--- src/rtl/l2wb_pkg.sv ---
package l2wb_pkg;

  typedef enum logic [1:0] {
    MK_NONE  = 2'b00,
    MK_READ  = 2'b01,
    MK_WRITE = 2'b10,
    MK_WBACK = 2'b11
  } mem_kind_t;

  typedef enum logic [2:0] {
    ST_IDLE,
    ST_LOOKUP,
    ST_WBACK,
    ST_FILL,
    ST_RESPOND
  } ctl_state_t;

endpackage

--- src/rtl/l2wb_tagstore.sv ---
module l2wb_tagstore #(
  parameter int LINES = 16,
  parameter int TAGW  = 4,
  localparam int IDXW = $clog2(LINES)
) (
  input  logic            clk,
  input  logic            rst,
  input  logic            rd_en,
  input  logic [IDXW-1:0] rd_idx,
  output logic [TAGW-1:0] rd_tag,
  output logic            rd_valid,
  output logic            rd_dirty,
  input  logic            wr_en,
  input  logic [IDXW-1:0] wr_idx,
  input  logic [TAGW-1:0] wr_tag,
  input  logic            wr_dirty
);

  // Tag array: no reset, synchronous write and read, suitable for block RAM.
  logic [TAGW-1:0] tag_mem [LINES];

  always_ff @(posedge clk) begin
    if (wr_en) tag_mem[wr_idx] <= wr_tag;
    if (rd_en) rd_tag <= tag_mem[rd_idx];
  end

  // Status bits live in flops so reset can clear them in one cycle.
  logic [LINES-1:0] valid_q;
  logic [LINES-1:0] dirty_q;

  for (genvar g = 0; g < LINES; g++) begin : g_line
    always_ff @(posedge clk) begin
      if (rst) begin
        valid_q[g] <= 1'b0;
        dirty_q[g] <= 1'b0;
      end else if (wr_en && (wr_idx == IDXW'(g))) begin
        valid_q[g] <= 1'b1;
        dirty_q[g] <= wr_dirty;
      end
    end
  end

  always_ff @(posedge clk) begin
    if (rst) begin
      rd_valid <= 1'b0;
      rd_dirty <= 1'b0;
    end else if (rd_en) begin
      rd_valid <= valid_q[rd_idx];
      rd_dirty <= dirty_q[rd_idx];
    end
  end

endmodule

--- src/rtl/l2wb_memresp.sv ---
module l2wb_memresp #(
  parameter int AW      = 10,
  parameter int MEM_LAT = 4,
  localparam int RW     = $clog2(MEM_LAT + 1)
) (
  input  logic          clk,
  input  logic          rst,
  input  logic          start,
  input  logic [1:0]    start_kind,
  input  logic [AW-1:0] start_addr,
  output logic          busy,
  output logic          done,
  output logic [1:0]    done_kind,
  output logic [AW-1:0] done_addr
);

  logic [RW-1:0] remain;

  always_ff @(posedge clk) begin
    if (rst) begin
      busy      <= 1'b0;
      done      <= 1'b0;
      remain    <= '0;
      done_kind <= 2'b00;
      done_addr <= '0;
    end else begin
      done <= 1'b0;
      if (!busy && start) begin
        busy      <= 1'b1;
        remain    <= RW'(MEM_LAT);
        done_kind <= start_kind;
        done_addr <= start_addr;
      end else if (busy) begin
        if (remain == RW'(1)) begin
          busy <= 1'b0;
          done <= 1'b1;
        end else begin
          remain <= remain - RW'(1);
        end
      end
    end
  end

endmodule

--- src/rtl/l2wb_ctrl.sv ---
module l2wb_ctrl
  import l2wb_pkg::*;
#(
  parameter int AW      = 10,
  parameter int LINES   = 16,
  parameter int HIT_LAT = 2,
  localparam int OFFW   = 2,
  localparam int IDXW   = $clog2(LINES),
  localparam int TAGW   = AW - IDXW - OFFW,
  localparam int CW     = $clog2(HIT_LAT + 1)
) (
  input  logic            clk,
  input  logic            rst,
  input  logic            req_valid,
  input  logic            req_write,
  input  logic [AW-1:0]   req_addr,
  output logic            req_ready,
  output logic            resp_valid,
  output logic            resp_hit,
  output logic            ts_rd_en,
  output logic [IDXW-1:0] ts_rd_idx,
  input  logic [TAGW-1:0] ts_rd_tag,
  input  logic            ts_rd_valid,
  input  logic            ts_rd_dirty,
  output logic            ts_wr_en,
  output logic [IDXW-1:0] ts_wr_idx,
  output logic [TAGW-1:0] ts_wr_tag,
  output logic            ts_wr_dirty,
  output logic            mem_start,
  output logic [1:0]      mem_kind,
  output logic [AW-1:0]   mem_addr,
  input  logic            mem_done
);

  ctl_state_t    state;
  logic [CW-1:0] cnt;
  logic [AW-1:0] q_addr;
  logic          q_write;

  logic [IDXW-1:0] q_idx;
  logic [TAGW-1:0] q_tag;
  logic            last_lookup;
  logic            hit;

  assign q_idx       = q_addr[OFFW +: IDXW];
  assign q_tag       = q_addr[AW-1 -: TAGW];
  assign last_lookup = (state == ST_LOOKUP) && (cnt == CW'(HIT_LAT - 1));
  assign hit         = ts_rd_valid && (ts_rd_tag == q_tag);

  assign req_ready = (state == ST_IDLE);
  assign ts_rd_en  = (state == ST_IDLE) && req_valid;
  assign ts_rd_idx = req_addr[OFFW +: IDXW];

  // Status update: write hit sets modified; fill sets valid, modified = write.
  assign ts_wr_en    = (last_lookup && hit && q_write) ||
                       ((state == ST_FILL) && mem_done);
  assign ts_wr_idx   = q_idx;
  assign ts_wr_tag   = q_tag;
  assign ts_wr_dirty = q_write;

  always_ff @(posedge clk) begin
    if (rst) begin
      state      <= ST_IDLE;
      cnt        <= '0;
      q_addr     <= '0;
      q_write    <= 1'b0;
      resp_valid <= 1'b0;
      resp_hit   <= 1'b0;
      mem_start  <= 1'b0;
      mem_kind   <= MK_NONE;
      mem_addr   <= '0;
    end else begin
      resp_valid <= 1'b0;
      mem_start  <= 1'b0;
      unique case (state)
        ST_IDLE: begin
          if (req_valid) begin
            q_addr  <= req_addr;
            q_write <= req_write;
            cnt     <= '0;
            state   <= ST_LOOKUP;
          end
        end
        ST_LOOKUP: begin
          if (last_lookup) begin
            if (hit) begin
              resp_valid <= 1'b1;
              resp_hit   <= 1'b1;
              state      <= ST_RESPOND;
            end else if (ts_rd_valid && ts_rd_dirty) begin
              mem_start <= 1'b1;
              mem_kind  <= MK_WBACK;
              mem_addr  <= {ts_rd_tag, q_idx, {OFFW{1'b0}}};
              state     <= ST_WBACK;
            end else begin
              mem_start <= 1'b1;
              mem_kind  <= MK_READ;
              mem_addr  <= {q_tag, q_idx, {OFFW{1'b0}}};
              state     <= ST_FILL;
            end
          end else begin
            cnt <= cnt + CW'(1);
          end
        end
        ST_WBACK: begin
          if (mem_done) begin
            mem_start <= 1'b1;
            mem_kind  <= MK_READ;
            mem_addr  <= {q_tag, q_idx, {OFFW{1'b0}}};
            state     <= ST_FILL;
          end
        end
        ST_FILL: begin
          if (mem_done) begin
            resp_valid <= 1'b1;
            resp_hit   <= 1'b0;
            state      <= ST_RESPOND;
          end
        end
        ST_RESPOND: state <= ST_IDLE;
        default:    state <= ST_IDLE;
      endcase
    end
  end

endmodule

--- src/rtl/l2wb_cache.sv ---
module l2wb_cache #(
  parameter int AW      = 10,
  parameter int LINES   = 16,
  parameter int HIT_LAT = 2,
  parameter int MEM_LAT = 4
) (
  input  logic          clk,
  input  logic          rst,
  input  logic          req_valid,
  input  logic          req_write,
  input  logic [AW-1:0] req_addr,
  output logic          req_ready,
  output logic          resp_valid,
  output logic          resp_hit,
  output logic          mem_op_valid,
  output logic [1:0]    mem_op_kind,
  output logic [AW-1:0] mem_op_addr
);

  localparam int IDXW = $clog2(LINES);
  localparam int TAGW = AW - IDXW - 2;

  logic            ts_rd_en, ts_rd_valid, ts_rd_dirty;
  logic [IDXW-1:0] ts_rd_idx, ts_wr_idx;
  logic [TAGW-1:0] ts_rd_tag, ts_wr_tag;
  logic            ts_wr_en, ts_wr_dirty;
  logic            mem_start, mem_busy, mem_done;
  logic [1:0]      mem_kind;
  logic [AW-1:0]   mem_addr;

  l2wb_ctrl #(.AW(AW), .LINES(LINES), .HIT_LAT(HIT_LAT)) u_ctrl (
    .clk(clk), .rst(rst),
    .req_valid(req_valid), .req_write(req_write), .req_addr(req_addr),
    .req_ready(req_ready), .resp_valid(resp_valid), .resp_hit(resp_hit),
    .ts_rd_en(ts_rd_en), .ts_rd_idx(ts_rd_idx), .ts_rd_tag(ts_rd_tag),
    .ts_rd_valid(ts_rd_valid), .ts_rd_dirty(ts_rd_dirty),
    .ts_wr_en(ts_wr_en), .ts_wr_idx(ts_wr_idx), .ts_wr_tag(ts_wr_tag),
    .ts_wr_dirty(ts_wr_dirty),
    .mem_start(mem_start), .mem_kind(mem_kind), .mem_addr(mem_addr),
    .mem_done(mem_done)
  );

  l2wb_tagstore #(.LINES(LINES), .TAGW(TAGW)) u_tags (
    .clk(clk), .rst(rst),
    .rd_en(ts_rd_en), .rd_idx(ts_rd_idx), .rd_tag(ts_rd_tag),
    .rd_valid(ts_rd_valid), .rd_dirty(ts_rd_dirty),
    .wr_en(ts_wr_en), .wr_idx(ts_wr_idx), .wr_tag(ts_wr_tag),
    .wr_dirty(ts_wr_dirty)
  );

  l2wb_memresp #(.AW(AW), .MEM_LAT(MEM_LAT)) u_mem (
    .clk(clk), .rst(rst),
    .start(mem_start), .start_kind(mem_kind), .start_addr(mem_addr),
    .busy(mem_busy), .done(mem_done),
    .done_kind(mem_op_kind), .done_addr(mem_op_addr)
  );

  assign mem_op_valid = mem_done;

endmodule

--- config.mk ---
export PLATFORM = sky130hd
export DESIGN_NAME = l2wb_cache
export DESIGN_NICKNAME = d
export VERILOG_FILES = /design/src/rtl/l2wb_pkg.sv /design/src/rtl/l2wb_tagstore.sv /design/src/rtl/l2wb_memresp.sv /design/src/rtl/l2wb_ctrl.sv /design/src/rtl/l2wb_cache.sv
export SDC_FILE = /design/constraint.sdc
export NUM_CORES = 1
export LEC_CHECK = 0
export ABC_AREA = 1
export BUFFER_PORTS_ARGS = -buffer_cell sky130_fd_sc_hd__buf_4
export CELL_PAD_IN_SITES_DETAIL_PLACEMENT = 1
export CELL_PAD_IN_SITES_GLOBAL_PLACEMENT = 2
export CORE_MARGIN = 4
export CORE_UTILIZATION = 35
export CTS_CLUSTER_SIZE = 30
export DETAILED_ROUTE_END_ITERATION = 10
export PLACE_DENSITY = 0.84
export SETUP_SLACK_MARGIN = 0.2
export SLEW_MARGIN = 20
export SYNTH_ARGS = -nofsm -noshare
export SYNTH_HDL_FRONTEND = slang
export SYNTH_SLANG_ARGS = --single-unit
export TNS_END_PERCENT = 5
--- constraint.sdc ---
create_clock -name clk -period 1.7 [get_ports clk]
set_input_delay 0.17 -clock clk [delete_from_list [all_inputs] [get_ports clk]]
set_output_delay 0.17 -clock clk [all_outputs]
set_load 0.01 [all_outputs]
==> impl_table.tex, run 1 <==
\begin{tabular}{lr}
\hline
Metric & Value \\
\hline
\multicolumn{2}{l}{\textbf{Flow run}} \\
Max Cap Viol & 0 \\
\multicolumn{2}{l}{\textbf{Place}} \\
Total of buffers placed on input and output ports & 25 \\
Placer Congestion & 0.765 \\
Detailed-placement wirelength estimate & between 10000 and 15000 um \\
Standard cell area after detailed placement & about 0.0069 mm\^{}2 \\
\multicolumn{2}{l}{\textbf{Worst setup path}} \\
Category of the critical setup timing path & reg -> reg \\
Reg2reg path depth & 8 \\
Worst path arrival time & 1.85 ns \\
R2R Setup Slk & -0.003 ns \\
Required time of the critical path & 1.85 ns \\
Chain of cells forming the critical path & inv\_1 > nand2\_1 > nor2\_4 > nand2\_4 > nand2\_8 > buf\_12 > nand3\_4 > inv\_4 \\
Slowest cell delay on critical path & 0.33 ns \\
Slowest CP cell & dfxtp\_1 \\
Worst r2r src & u\_ctrl.state[2]\$\_SDFFE\_PP0P\_ \\
Crit Path Max Fanout & 11 \\
Crit start category & flop \\
Endpoint class of the critical path & flop \\
Reg-to-reg critical path endpoint & u\_tags.tag\_mem[3][0]\$\_DFFE\_PP\_ \\
CP Capture Point & u\_tags.tag\_mem[3][0]\$\_DFFE\_PP\_ \\
Crit path launch & u\_ctrl.state[2]\$\_SDFFE\_PP0P\_ \\
\multicolumn{2}{l}{\textbf{Yosys}} \\
Synthesis-stage register bit count & 144 \\
Post-synthesis cell count & 675 \\
Library cells used by synthesis & 35 \\
Yosys warning count & 0 \\
Share of synthesized area occupied by flip-flops and latches & roughly 57\% \\
Area of the mapped netlist & 0.00620 mm\^{}2 \\
Mean cell area of the mapped netlist & 9.18 um\^{}2 \\
\multicolumn{2}{l}{\textbf{Floorplanning}} \\
Area enclosed by the die boundary & approximately 0.020 mm\^{}2 \\
Core Region & 0.0174 mm\^{}2 \\
DIE HEIGHT & 141 um \\
Number of core rows & 48 \\
Number of placed I/O pins & 30 \\
Width of the die & 141 um \\
Initial Util & 35.7\% \\
\multicolumn{2}{l}{\textbf{Timing}} \\
Setup repair after global routing missed its margin & yes \\
Hold violation count in the final report & 0 \\
Share of the clock period used by the worst path after layout & 100\% \\
Worst hold slack across all endpoints & 0.0138 ns \\
Setup-failing EPs final & 4 \\
Final clock skew & 0.00821 ns \\
Fmax & around 590 MHz \\
Clock period minus final worst setup slack & 1.70 ns \\
Post-route worst setup slack & -0.00333 ns \\
Slew Limit Fails & 0 \\
Worst slew margin & 43.0\% \\
Tightest Pin Transition & 0.850 ns \\
\multicolumn{2}{l}{\textbf{Power}} \\
Sequential Power Share & 41.9\% \\
P\_int & 6.98 mW \\
Part of the power in combinational logic & 17.8\% \\
Power spent charging and discharging nets & 2.67 mW \\
Proportion of power drawn by the clock network & 40.4\% \\
Switching power share of the total & $\sim$28\% \\
Static leakage & 3.04 nW \\
Maximum ir drop on the vdd rail & 0.000699 V \\
Pwr dens & 1250 mW/mm\^{}2 \\
\multicolumn{2}{l}{\textbf{Outcome}} \\
Failing checks & setup timing \\
Run status & complete, but fails checks \\
\multicolumn{2}{l}{\textbf{Global routing}} \\
Aggregate global-route resource usage & 18.2\% \\
Pin count of the biggest net entering global routing & 50 \\
First-pass GRT wire length & 28400 um \\
Via count of the first global-routing pass & between 5000 and 6000 \\
Overall overflow remaining after global route & 0 \\
Antenna violations before repair & 0 \\
\multicolumn{2}{l}{\textbf{Detailed routing}} \\
Vias per Instance & a little over 5 \\
DRT iter0 DRCs & 256 \\
Detailed-route DRC error count & 0 \\
Post-DR wirelength/cell & $\sim$18 um \\
Number of optimization iterations in the first detailed-route pass & 4 \\
Detailed Route WL & 17600 um \\
Remaining number of nets flagged by the antenna check after routing & 0 \\
Number of vias in the routed layout & $\sim$5000 \\
\multicolumn{2}{l}{\textbf{Clocking}} \\
Clock Tree Buf Depth & 2 \\
Register clock-pin slew on the reported worst setup and hold paths & 0.06 ns \\
Clock latency at the later pin of the worst-skew pair & 0.43 ns \\
Root buffer cell & clkbuf\_16 \\
CTS tree & yes \\
CTS HTree Levels & 4 \\
TritonCTS Sinks & 144 \\
Number of buffers added by the clock tree synthesis step & 17 \\
\multicolumn{2}{l}{\textbf{Cells and area}} \\
Final core area utilization & 44.6\% \\
Most used cells in the layout excluding fill and tap cells & 109 x nor2\_1, 74 x o21ai\_0, 71 x dfxtp\_1 \\
Post-layout instance area & 0.00774 mm\^{}2 \\
Share of post-route cells with drive strength above 1 & 24.8\% \\
Area Growth Syn to Fin & 24.9\% \\
Number of diodes added for antenna fixing & 0 \\
Most common cell after layout, fill and taps aside & nor2\_1 \\
Nets@finish & 754 \\
\multicolumn{2}{l}{\textbf{Hold path}} \\
Classification of the worst-slack hold path & in -> reg \\
\hline
\end{tabular}
-- final cells by class --
cell class,count,area (um^2)
fill,1937,9610
tap,225,282
multi-input combinational,415,2280
inverter,84,343
sequential,144,3580
clock buffer,25,569
timing repair buffer,75,628
clock inverter,7,63.8
-- logic make-up (layout without fill, tap and decap cells) --
kind of cell / count (synthesis) / count (layout) / synth area share [%]
flip-flops: 144 / 144 / 57.5
XOR/XNOR: 1 / 1 / 0.141
AO/OA/AOI/OAI: 168 / 168 / 14.9
adder cells (fa/ha/maj): 3 / 3 / 0.606
buffers and inverters: 118 / 191 / 8.11
other: 1 / 2 / 0.0605
AND/OR/NAND/NOR: 240 / 241 / 18.7
-- flip-flops by register name (all words and copies together) (netlist names) --
| register | count |
|---|---|
| u_tags.tag_mem | 64 |
| u_tags.dirty_q | 16 |
| u_tags.valid_q | 16 |
| u_ctrl.mem_addr | 8 |
| u_ctrl.q_addr | 8 |
| u_mem.done_addr | 8 |
| u_tags.rd_tag | 4 |
| u_ctrl.state | 3 |
| u_mem.remain | 3 |
| u_ctrl.cnt | 2 |
| u_ctrl.mem_kind | 2 |
| u_mem.done_kind | 2 |
| u_ctrl.mem_start | 1 |
| u_ctrl.resp_hit | 1 |
| u_ctrl.resp_valid | 1 |
| u_ctrl.ts_wr_dirty | 1 |
| u_mem.busy | 1 |
| u_mem.done | 1 |
| u_tags.rd_dirty | 1 |
| u_tags.rd_valid | 1 |
-- what timing repair did --
| action | CTS | global route |
|---|---|---|
| buffers inserted | 3 | 3 |
| pin swaps | 12 | 18 |
| endpoints found under the setup margin | 109 | 115 |
| hold buffers | 0 | 0 |
| resized for setup | 27 | 23 |
| cloned | 1 | 0 |
-- routing by layer --
metal | up-vias | part of all wire (%) | global-route usage, %
li1 | 2374 | - | -
met1 | 2478 | 44 | 22.6
met2 | 79 | 51 | 31.7
met3 | 18 | 3.1 | 3.87
met4 | 0 | 1.4 | 5.86
met5 | - | 0 | 0
-- stage by stage --
step	setup slack (ns)	power [mW]	cells	setup TNS, ns
after floorplan	0.131	5.00	676	0
after global placement	-0.00817	5.58	936	-0.0702
after CTS	-0.0295	9.62	972	-0.623
final	-0.00333	9.65	975	-0.0107
after detailed placement	-0.0706	5.65	936	-1.82
after global routing	-0.0708	10.1	975	-3.23
-- power groups by stage --
stage / Clock (mW) / Combinational (mW) / Sequential (mW)
2_1_floorplan: 0 / 0.890 / 4.11
3_3_place_gp: 0 / 1.50 / 4.08
3_5_place_dp: 0 / 1.56 / 4.09
4_1_cts: 3.95 / 1.64 / 4.03
5_1_grt: 4.12 / 1.89 / 4.06
6_report: 3.90 / 1.71 / 4.04
-- how the worst min path moves through the flow --
stage | start | endpoint | slack (ns) | depth (start not counted)
global placement | u_tags.valid_q[4]$_SDFFE_PP0P_ | u_tags.valid_q[4]$_SDFFE_PP0P_ | 0.43 | 2
floorplan | req_addr[8] | u_ctrl.q_addr[8]$_SDFFE_PP0P_ | 0.31 | 2
CTS | req_addr[8] | u_ctrl.q_addr[8]$_SDFFE_PP0P_ | 0.002 | 3
finish | req_addr[8] | u_ctrl.q_addr[8]$_SDFFE_PP0P_ | 0.01 | 3
detailed placement | u_tags.valid_q[0]$_SDFFE_PP0P_ | u_tags.valid_q[0]$_SDFFE_PP0P_ | 0.44 | 2
global route | req_addr[8] | u_ctrl.q_addr[8]$_SDFFE_PP0P_ | 0.01 | 3
-- critical path: cells and delay by family (launching register included) --
kind,cells,cell delay (ns)
simple gates,5,0.70
flops,1,0.33
buf+inv,3,0.39
-- cell usage after synthesis, drive strengths merged --
cell	instances	area (um^2)
o22ai	8	50.1
nor2	116	448
nor3	2	10.0
a211oi	3	27.5
xnor2	1	8.76
buf	14	103
a21oi	58	290
nand4	1	21.3
o21ai	79	395
o211ai	8	60.1
o21a	2	15.0
dfxtp	76	1520
nand3	36	310
edfxtp	68	2040
ha	3	37.5
clkbuf	20	85.1
inv	82	308
clkinv	2	7.51
nand2	85	369
a31oi	1	6.26
o221ai	9	78.8
conb	1	3.75
No activity file was read; power rests on OpenSTA's default activity.
==> inputs of run 2 (changes only) <==
CORE_UTILIZATION = 34   (was 35)
SYNTH_HIERARCHICAL = 1   (was default)
==> run 2 against run 1 <==
  * Critical path type unchanged
  * Clock-buffer cell count decreased by 5
  * Sequential power grew 2%
  * Sequential share of layout area grew 0.69 points
  * Synthesized cell count up 3.0%
  * Final cell count is 2.7% higher
  * Clock skew grew 0.0015 ns
  * Setup slack got worse by 0.36 ns
  * Global-route usage down 0.088 points
  * The run still ends with setup timing left
  * Non-clock buffer count is 10 higher
  * Highest routed layer unchanged
==> impl_table.tex, run 2 <==
\begin{tabular}{lr}
\hline
Metric & Value \\
\hline
\multicolumn{2}{l}{\textbf{Worst setup path}} \\
Required time of the critical path & about 1.8 ns \\
Sum of buffers and inverters on the critical path & 2 \\
Slowest cell delay on critical path & 0.40 ns \\
Endpoint class of the critical path & flop \\
Slowest CP cell & edfxtp\_1 \\
Crit path launch & u\_tags/rd\_tag[0]\$\_DFFE\_PP\_ \\
Worst r2r src & u\_tags/rd\_tag[0]\$\_DFFE\_PP\_ \\
Category of the critical setup timing path & reg -> reg \\
Worst path arrival time & 2.19 ns \\
Crit Path Max Fanout & 6 \\
Cell family with the largest share of critical-path delay & simple AND/OR/NAND/NOR gates \\
Chain of cells forming the critical path & nand2\_1 > nand2\_1 > nor2\_2 > nand3\_2 > nand2\_2 > nand2\_4 > a21oi\_4 > buf\_6 > nand3\_4 > buf\_6 > nor2\_4 \\
Crit start category & flop \\
\multicolumn{2}{l}{\textbf{Place}} \\
Placer Congestion & 0.846 \\
Setup WS pre-CTS & -0.403 ns \\
Detailed-placement wirelength estimate & 12100 um \\
Total of buffers placed on input and output ports & 27 \\
\multicolumn{2}{l}{\textbf{Global routing}} \\
First-pass GRT wire length & 28200 um \\
Overall overflow remaining after global route & 0 \\
Pin count of the biggest net entering global routing & 50 \\
Aggregate global-route resource usage & 18.2\% \\
Via count of the first global-routing pass & 5262 \\
Antenna violations before repair & 0 \\
\multicolumn{2}{l}{\textbf{Outcome}} \\
Failing checks & setup timing \\
Run status & complete, but fails checks \\
\multicolumn{2}{l}{\textbf{Timing}} \\
Fmax & 485 MHz \\
Hold violation count in the final report & 0 \\
Clock period minus final worst setup slack & approximately 2 ns \\
Final clock skew & 0.00975 ns \\
Worst slew margin & 61.1\% \\
Share of the clock period used by the worst path after layout & 121\% \\
Setup-failing EPs final & 96 \\
Slew Limit Fails & 0 \\
Setup repair after global routing missed its margin & yes \\
Post-route worst setup slack & -0.360 ns \\
Tightest Pin Transition & 0.582 ns \\
\multicolumn{2}{l}{\textbf{Clocking}} \\
Root buffer cell & clkbuf\_16 \\
Number of buffers added by the clock tree synthesis step & 17 \\
TritonCTS Sinks & 146 \\
Register clock-pin slew on the reported worst setup and hold paths & 0.06 ns \\
CTS HTree Levels & 4 \\
CTS tree & yes \\
Clock latency at the later pin of the worst-skew pair & 0.43 ns \\
Clock Tree Buf Depth & 2 \\
CTS hold repair buffers & 0 \\
\multicolumn{2}{l}{\textbf{Detailed routing}} \\
Detailed-route DRC error count & 0 \\
Vias per Instance & 4.99 \\
Number of optimization iterations in the first detailed-route pass & 5 \\
Number of vias in the routed layout & 4993 \\
Remaining number of nets flagged by the antenna check after routing & 0 \\
Post-DR wirelength/cell & 17.5 um \\
Detailed Route WL & 17500 um \\
DRT iter0 DRCs & 274 \\
\multicolumn{2}{l}{\textbf{Cells and area}} \\
Area Growth Syn to Fin & 26.6\% \\
Most used cells in the layout excluding fill and tap cells & 137 x nand2\_1, 112 x nor2\_1, 72 x buf\_4, 72 x dfxtp\_1, 68 x edfxtp\_1 \\
Share of post-route cells with drive strength above 1 & between 20\% and 30\% \\
Top reg by flops & u\_tags/tag\_mem \\
Nets@finish & between 700 and 800 \\
Most common cell after layout, fill and taps aside & nand2\_1 \\
Max FFs per register & 64 \\
Number of diodes added for antenna fixing & 0 \\
Top flop regs & u\_tags/tag\_mem: 64 flops, u\_tags/dirty\_q: 16 flops, u\_tags/valid\_q: 16 flops \\
Final core area utilization & 44.4\% \\
\multicolumn{2}{l}{\textbf{Power}} \\
Maximum ir drop on the vdd rail & 0.000728 V \\
P\_int & 7.41 mW \\
Static leakage & 2.88 nW \\
Total power of the final layout & 10.2 mW \\
Part of the power in combinational logic & 18.1\% \\
Pwr dens & 1310 mW/mm\^{}2 \\
Sequential Power Share & 40.8\% \\
Switching power share of the total & 27.0\% \\
Power spent charging and discharging nets & 2.74 mW \\
Proportion of power drawn by the clock network & 41.2\% \\
\multicolumn{2}{l}{\textbf{Yosys}} \\
Share of synthesized area occupied by flip-flops and latches & 59.1\% \\
Cell accounting for the most synthesized area & edfxtp\_1 \\
Top cell types by occurrence after synthesis & 142 x nand2\_1, 131 x nor2\_1, 78 x dfxtp\_1, 68 x edfxtp\_1, 61 x o21ai\_0 \\
Post-synthesis cell count & slightly below 700 \\
Mean cell area of the mapped netlist & 8.78 um\^{}2 \\
Most numerous cell in the Yosys netlist & nand2\_1 \\
Synthesis-stage register bit count & 146 \\
Cell types occupying the most area after synthesis & edfxtp\_1 33\%, dfxtp\_1 26\%, nand2\_1 8.7\% \\
Library cells used by synthesis & 34 \\
Most common flop cell mapped by yosys & dfxtp\_1 \\
Top cell type's share of synthesized area & 33.5\% \\
Fraction of synthesis flops using an asynchronous set or reset pin & 0\% \\
Number of synthesized flops with an enable pin & 68 \\
Yosys warning count & 6 \\
Area of the mapped netlist & 0.00610 mm\^{}2 \\
\multicolumn{2}{l}{\textbf{Floorplanning}} \\
Initial Util & about a third \\
Number of core rows & 48 \\
Area enclosed by the die boundary & around 0.02 mm\^{}2 \\
Width of the die & 142 um \\
Core Region & between 0.015 and 0.02 mm\^{}2 \\
Number of placed I/O pins & 30 \\
DIE HEIGHT & approximately 140 um \\
\multicolumn{2}{l}{\textbf{Hold path}} \\
Classification of the worst-slack hold path & in -> reg \\
Launch point of the worst hold path & req\_addr[8] \\
\multicolumn{2}{l}{\textbf{Flow run}} \\
Max Cap Viol & 0 \\
\hline
\end{tabular}
==> run 2: kinds of logic (layout without fill, tap and decap cells) <==
family                     after synthesis  after routing  synth area share, %
AOI/OAI and AO/OA                      126            126                 11.2
xor gates and xnor gates                 1              1                0.144
adders and majority gates                3              3                0.615
buffers and inverters                   90            170                 6.87
DFF                                    146            146                 59.1
other                                    1              2               0.0615
and+or+nand+nor                        328            328                 22.0
==> run 2: metal layers <==
| metal | up-vias | wire (um) | global-route usage [%] |
|---|---|---|---|
| li1 | 2424 | - | - |
| met1 | 2466 | 7860 | 23.1 |
| met2 | 78 | 8800 | 31.0 |
| met3 | 25 | 555 | 3.46 |
| met4 | 0 | 333 | 6.57 |
| met5 | - | 0 | 0 |
==> run 2: worst paths after layout <==
check	to	slack (ns)	cells after the start
worst max register to register	u_tags/tag_mem[11][1]$_DFFE_PP_	-0.36	11
worst min-delay path	u_ctrl/q_addr[8]$_SDFFE_PP0P_	0.02	3
worst max-delay path	u_tags/tag_mem[11][1]$_DFFE_PP_	-0.36	11
worst min register to register	u_tags/valid_q[0]$_SDFFE_PP0P_	0.45	2
==> run 2: stage by stage <==
stage	instance area, um^2	std cells	setup TNS (ns)	hold slack (ns)
global placement	6870	962	-25.05	0.437
CTS	7630	998	-22.24	0.00755
detailed placement	6870	962	-31.92	0.440
floorplan	6200	696	-10.95	0.239
global route	7720	1001	-38.43	0.0389
finish	7720	1001	-24.40	0.0233
==> run 2: layout make-up <==
| class | instances | area, um^2 |
|---|---|---|
| clock buffers | 20 | 447 |
| well taps | 225 | 282 |
| multi-input cells | 460 | 2260 |
| inverters | 53 | 203 |
| clock inverters | 12 | 213 |
| flip-flops and latches | 146 | 3620 |
| fillers | 2009 | 9690 |
| repair buffers | 85 | 704 |
==> run 2: power groups by stage <==
stage | combinational, mW | clock (mW) | sequential [mW]
global placement | 1.63 | 0 | 4.19
finish | 1.83 | 4.18 | 4.14
detailed placement | 1.69 | 0 | 4.21
global route | 2.04 | 4.41 | 4.17
floorplan | 0.967 | 0 | 4.23
CTS | 1.78 | 4.26 | 4.14
==> run 2: what timing repair did <==
action	4_1_cts	5_1_grt
setup buffers	4	3
cloned	0	0
pin swaps	13	9
setup endpoints to repair	100	113
gates resized for setup	23	19
==> run 2: tightest hold or removal path, cell delays in order <==
cell,delay [ns]
buf_4,0.11
nand2_1,0.05
a21oi_1,0.06
==> inputs of run 3 (changes only) <==
ABC_AREA = default   (was 1)
CORE_UTILIZATION = 38   (was 34)
PLACE_DENSITY = 0.85   (was 0.84)
==> run 3 against run 2 <==
  * The run still ends with setup timing left
  * Worst hold slack improved by 0.065 ns
  * Highest routed layer unchanged
  * First-iteration DRC count down 4.4%
  * Critical endpoint is now u_tags/tag_mem[0][1]$_DFFE_PP_
  * Setup slack worse by 0.19 ns
  * Largest power group unchanged
  * Sequential cell count stayed put
  * Wire length down 8.5%
  * Global-route usage is 0.50 points higher
  * Maximum frequency shrank 8.3%
  * Clock power decreased by 8.4%
==> impl_table.tex, run 3 <==
\begin{tabular}{lr}
\hline
Metric & Value \\
\hline
\multicolumn{2}{l}{\textbf{Yosys}} \\
Top cell types by occurrence after synthesis & 78 x dfxtp\_1, 68 x edfxtp\_1, 63 x nand2\_1, 50 x nor2\_1, 46 x a21oi\_1 \\
Library cells used by synthesis & 52 \\
Synthesis-stage register bit count & 146 \\
Share of synthesized area occupied by flip-flops and latches & roughly three fifths \\
Cell types occupying the most area after synthesis & edfxtp\_1 34\%, dfxtp\_1 26\%, mux4\_2 4.5\% \\
Fraction of synthesis flops using an asynchronous set or reset pin & 0\% \\
Mean cell area of the mapped netlist & $\sim$12 um\^{}2 \\
Top cell type's share of synthesized area & 33.7\% \\
Cell accounting for the most synthesized area & edfxtp\_1 \\
Post-synthesis cell count & $\sim$510 \\
Area of the mapped netlist & 0.00605 mm\^{}2 \\
Most numerous cell in the Yosys netlist & dfxtp\_1 \\
Number of synthesized flops with an enable pin & 68 \\
Yosys warning count & 6 \\
Most common flop cell mapped by yosys & dfxtp\_1 \\
\multicolumn{2}{l}{\textbf{Timing}} \\
Share of the clock period used by the worst path after layout & 132\% \\
Setup TNS after final layout & -44.28 ns \\
Clock period minus final worst setup slack & 2.25 ns \\
Tightest Pin Transition & roughly 0.56 ns \\
Slew Limit Fails & 0 \\
Worst slew margin & 62.8\% \\
Post-route worst setup slack & -0.546 ns \\
Hold violation count in the final report & 0 \\
Final clock skew & between 0.006 and 0.007 ns \\
Setup-failing EPs final & 104 \\
Fmax & 445 MHz \\
Setup repair after global routing missed its margin & yes \\
\multicolumn{2}{l}{\textbf{Clocking}} \\
Clock latency at the later pin of the worst-skew pair & 0.43 ns \\
Register clock-pin slew on the reported worst setup and hold paths & $\sim$0.06 ns \\
Root buffer cell & clkbuf\_16 \\
Number of buffers added by the clock tree synthesis step & 17 \\
Clock Tree Buf Depth & 2 \\
TritonCTS Sinks & around 150 \\
CTS HTree Levels & 4 \\
CTS tree & yes \\
\multicolumn{2}{l}{\textbf{Hold path}} \\
Classification of the worst-slack hold path & in -> reg \\
\multicolumn{2}{l}{\textbf{Worst setup path}} \\
Slowest cell delay on critical path & about 0.46 ns \\
R2R Setup Slk & -0.55 ns \\
Crit path launch & u\_tags/rd\_tag[2]\$\_DFFE\_PP\_ \\
Worst r2r src & u\_tags/rd\_tag[2]\$\_DFFE\_PP\_ \\
Chain of cells forming the critical path & xor2\_1 > nor3\_2 > and4\_1 > a21o\_1 > or3b\_4 > nor3\_4 > buf\_6 \\
Cell family with the largest share of critical-path delay & simple AND/OR/NAND/NOR gates \\
Category of the critical setup timing path & reg -> reg \\
Worst path arrival time & 2.39 ns \\
Crit start category & flop \\
Sum of buffers and inverters on the critical path & 1 \\
Reg-to-reg critical path endpoint & u\_tags/tag\_mem[0][1]\$\_DFFE\_PP\_ \\
Slowest CP cell & or3b\_4 \\
Reg2reg path depth & 7 \\
Crit Path Max Fanout & 6 \\
CP Capture Point & u\_tags/tag\_mem[0][1]\$\_DFFE\_PP\_ \\
Required time of the critical path & between 1.5 and 2 ns \\
Critical Path Stages & 7 \\
Endpoint class of the critical path & flop \\
\multicolumn{2}{l}{\textbf{Floorplanning}} \\
Number of placed I/O pins & 30 \\
Core Region & about 0.015 mm\^{}2 \\
Number of core rows & 45 \\
Area enclosed by the die boundary & 0.0180 mm\^{}2 \\
Width of the die & between 100 and 150 um \\
Initial Util & 39.2\% \\
DIE HEIGHT & 134 um \\
\multicolumn{2}{l}{\textbf{Place}} \\
Detailed-placement wirelength estimate & 10900 um \\
Total of buffers placed on input and output ports & 27 \\
Placer Congestion & 0.848 \\
Number of cells after detailed placement & 774 \\
Setup WS pre-CTS & -0.583 ns \\
Standard cell area after detailed placement & roughly 0.0068 mm\^{}2 \\
\multicolumn{2}{l}{\textbf{Power}} \\
Proportion of power drawn by the clock network & between 40\% and 50\% \\
Total power of the final layout & about 8 mW \\
Maximum ir drop on the vdd rail & 0.000728 V \\
Pwr dens & approximately 1100 mW/mm\^{}2 \\
Part of the power in combinational logic & 6.7\% \\
Power spent charging and discharging nets & 1.86 mW \\
Switching power share of the total & $\sim$23\% \\
Sequential Power Share & between 40\% and 50\% \\
Static leakage & 2.77 nW \\
P\_int & 6.28 mW \\
\multicolumn{2}{l}{\textbf{Detailed routing}} \\
DRT iter0 DRCs & 262 \\
Detailed Route WL & 16100 um \\
Detailed-route DRC error count & 0 \\
Number of optimization iterations in the first detailed-route pass & 4 \\
Number of vias in the routed layout & 4224 \\
Post-DR wirelength/cell & 19.7 um \\
Remaining number of nets flagged by the antenna check after routing & 0 \\
Vias per Instance & around 5.2 \\
\multicolumn{2}{l}{\textbf{Global routing}} \\
Overall overflow remaining after global route & 0 \\
Pin count of the biggest net entering global routing & 42 \\
Via count of the first global-routing pass & 4487 \\
Antenna violations before repair & 0 \\
Aggregate global-route resource usage & 18.7\% \\
First-pass GRT wire length & roughly 25000 um \\
\multicolumn{2}{l}{\textbf{Cells and area}} \\
Top reg by flops & u\_tags/tag\_mem \\
Storage cell area & 0.00361 mm\^{}2 \\
Area used by multi-input combinational logic & 0.00230 mm\^{}2 \\
Max FFs per register & between 60 and 70 \\
Top flop regs & u\_tags/tag\_mem: 64 flops, u\_tags/dirty\_q: 16 flops, u\_tags/valid\_q: 16 flops \\
Final cell count without fillers & 815 \\
Post-layout instance area & 0.00760 mm\^{}2 \\
Area Growth Syn to Fin & 25.6\% \\
Number of diodes added for antenna fixing & 0 \\
Most used cells in the layout excluding fill and tap cells & 78 x buf\_4, 74 x dfxtp\_1, 68 x edfxtp\_1 \\
Most common cell after layout, fill and taps aside & buf\_4 \\
Total of fill cells in the finished design & 1656 \\
Nets@finish & 608 \\
Share of post-route cells with drive strength above 1 & 30.0\% \\
\multicolumn{2}{l}{\textbf{Flow run}} \\
Max Cap Viol & 0 \\
\multicolumn{2}{l}{\textbf{Outcome}} \\
Failing checks & setup timing \\
Run status & complete, but fails checks \\
\hline
\end{tabular}
## run 3: how the worst min path moves through the flow
| stage | slack, ns | from | cells after the start | end |
|---|---|---|---|---|
| 2_1_floorplan | 0.30 | req_addr[8] | 2 | u_ctrl/q_addr[8]$_SDFFE_PP0P_ |
| 4_1_cts | 0.07 | req_addr[5] | 3 | u_ctrl/q_addr[5]$_SDFFE_PP0P_ |
| 3_5_place_dp | 0.43 | req_write | 3 | u_ctrl/ts_wr_dirty$_SDFFE_PP0P_ |
| 5_1_grt | 0.09 | req_addr[5] | 3 | u_ctrl/q_addr[5]$_SDFFE_PP0P_ |
| 6_report | 0.09 | req_addr[5] | 3 | u_ctrl/q_addr[5]$_SDFFE_PP0P_ |
| 3_3_place_gp | 0.42 | req_write | 3 | u_ctrl/ts_wr_dirty$_SDFFE_PP0P_ |
## run 3: power groups by stage
| stage | sequential, mW | combinational (mW) | clock [mW] |
|---|---|---|---|
| finish | 3.76 | 0.541 | 3.83 |
| global route | 3.76 | 0.588 | 4.10 |
| CTS | 3.76 | 0.544 | 3.91 |
| detailed placement | 3.83 | 0.505 | 0 |
| global placement | 3.83 | 0.489 | 0 |
| floorplan | 3.84 | 0.298 | 0 |
## run 3: cell families (layout without fill, tap and decap cells)
group           Yosys count  after routing  synth area share [%]
compound gates           80             80                  7.77
xor+xnor                  3              3                 0.434
fa+ha+maj                 3              3                 0.620
buf+inv                  44            136                  3.87
flops                   146            146                  59.5
mux                      50             50                  13.1
other cells               1              2                0.0620
simple gates            184            184                  14.6
## run 3: repair_timing
| action | CTS | global route |
|---|---|---|
| pin swaps | 3 | 2 |
| hold buffers | 5 | 0 |
| buffers inserted | 2 | 2 |
| gates resized for setup | 47 | 2 |
| endpoints found under the hold margin | 5 | 0 |
| endpoints found under the setup margin | 117 | 119 |
## run 3: final cells by class
type | count | share of cell area, %
flip-flops and latches | 146 | 47.5
multi-input cells | 322 | 30.3
repair buffers | 93 | 10.1
clock buffers | 17 | 5.60
well taps | 211 | 3.47
clock inverters | 15 | 2.40
inverters | 11 | 0.642
## run 3: per-stage QoR
stage,util (%),hold WS (ns)
floorplan,-,0.296
global placement,44.1,0.420
detailed placement,44.1,0.427
CTS,49.1,0.0716
global route,49.3,0.0869
finish,49.3,0.0888
## run 3: tightest hold or removal path, cell delays in order
cell and delay (ns):
buf_4 0.17, nand2_1 0.07, a21oi_1 0.05
## run 3: layer usage
| layer | GRT usage [%] | part of all wire (%) | up-vias | wire [um] |
|---|---|---|---|---|
| li1 | - | - | 1985 | - |
| met1 | 23.7 | 44 | 2123 | 7050 |
| met2 | 30.9 | 50 | 84 | 7960 |
| met3 | 4.28 | 4.1 | 32 | 654 |
| met4 | 7.47 | 2.4 | 0 | 384 |
| met5 | 0 | 0 | - | 0 |
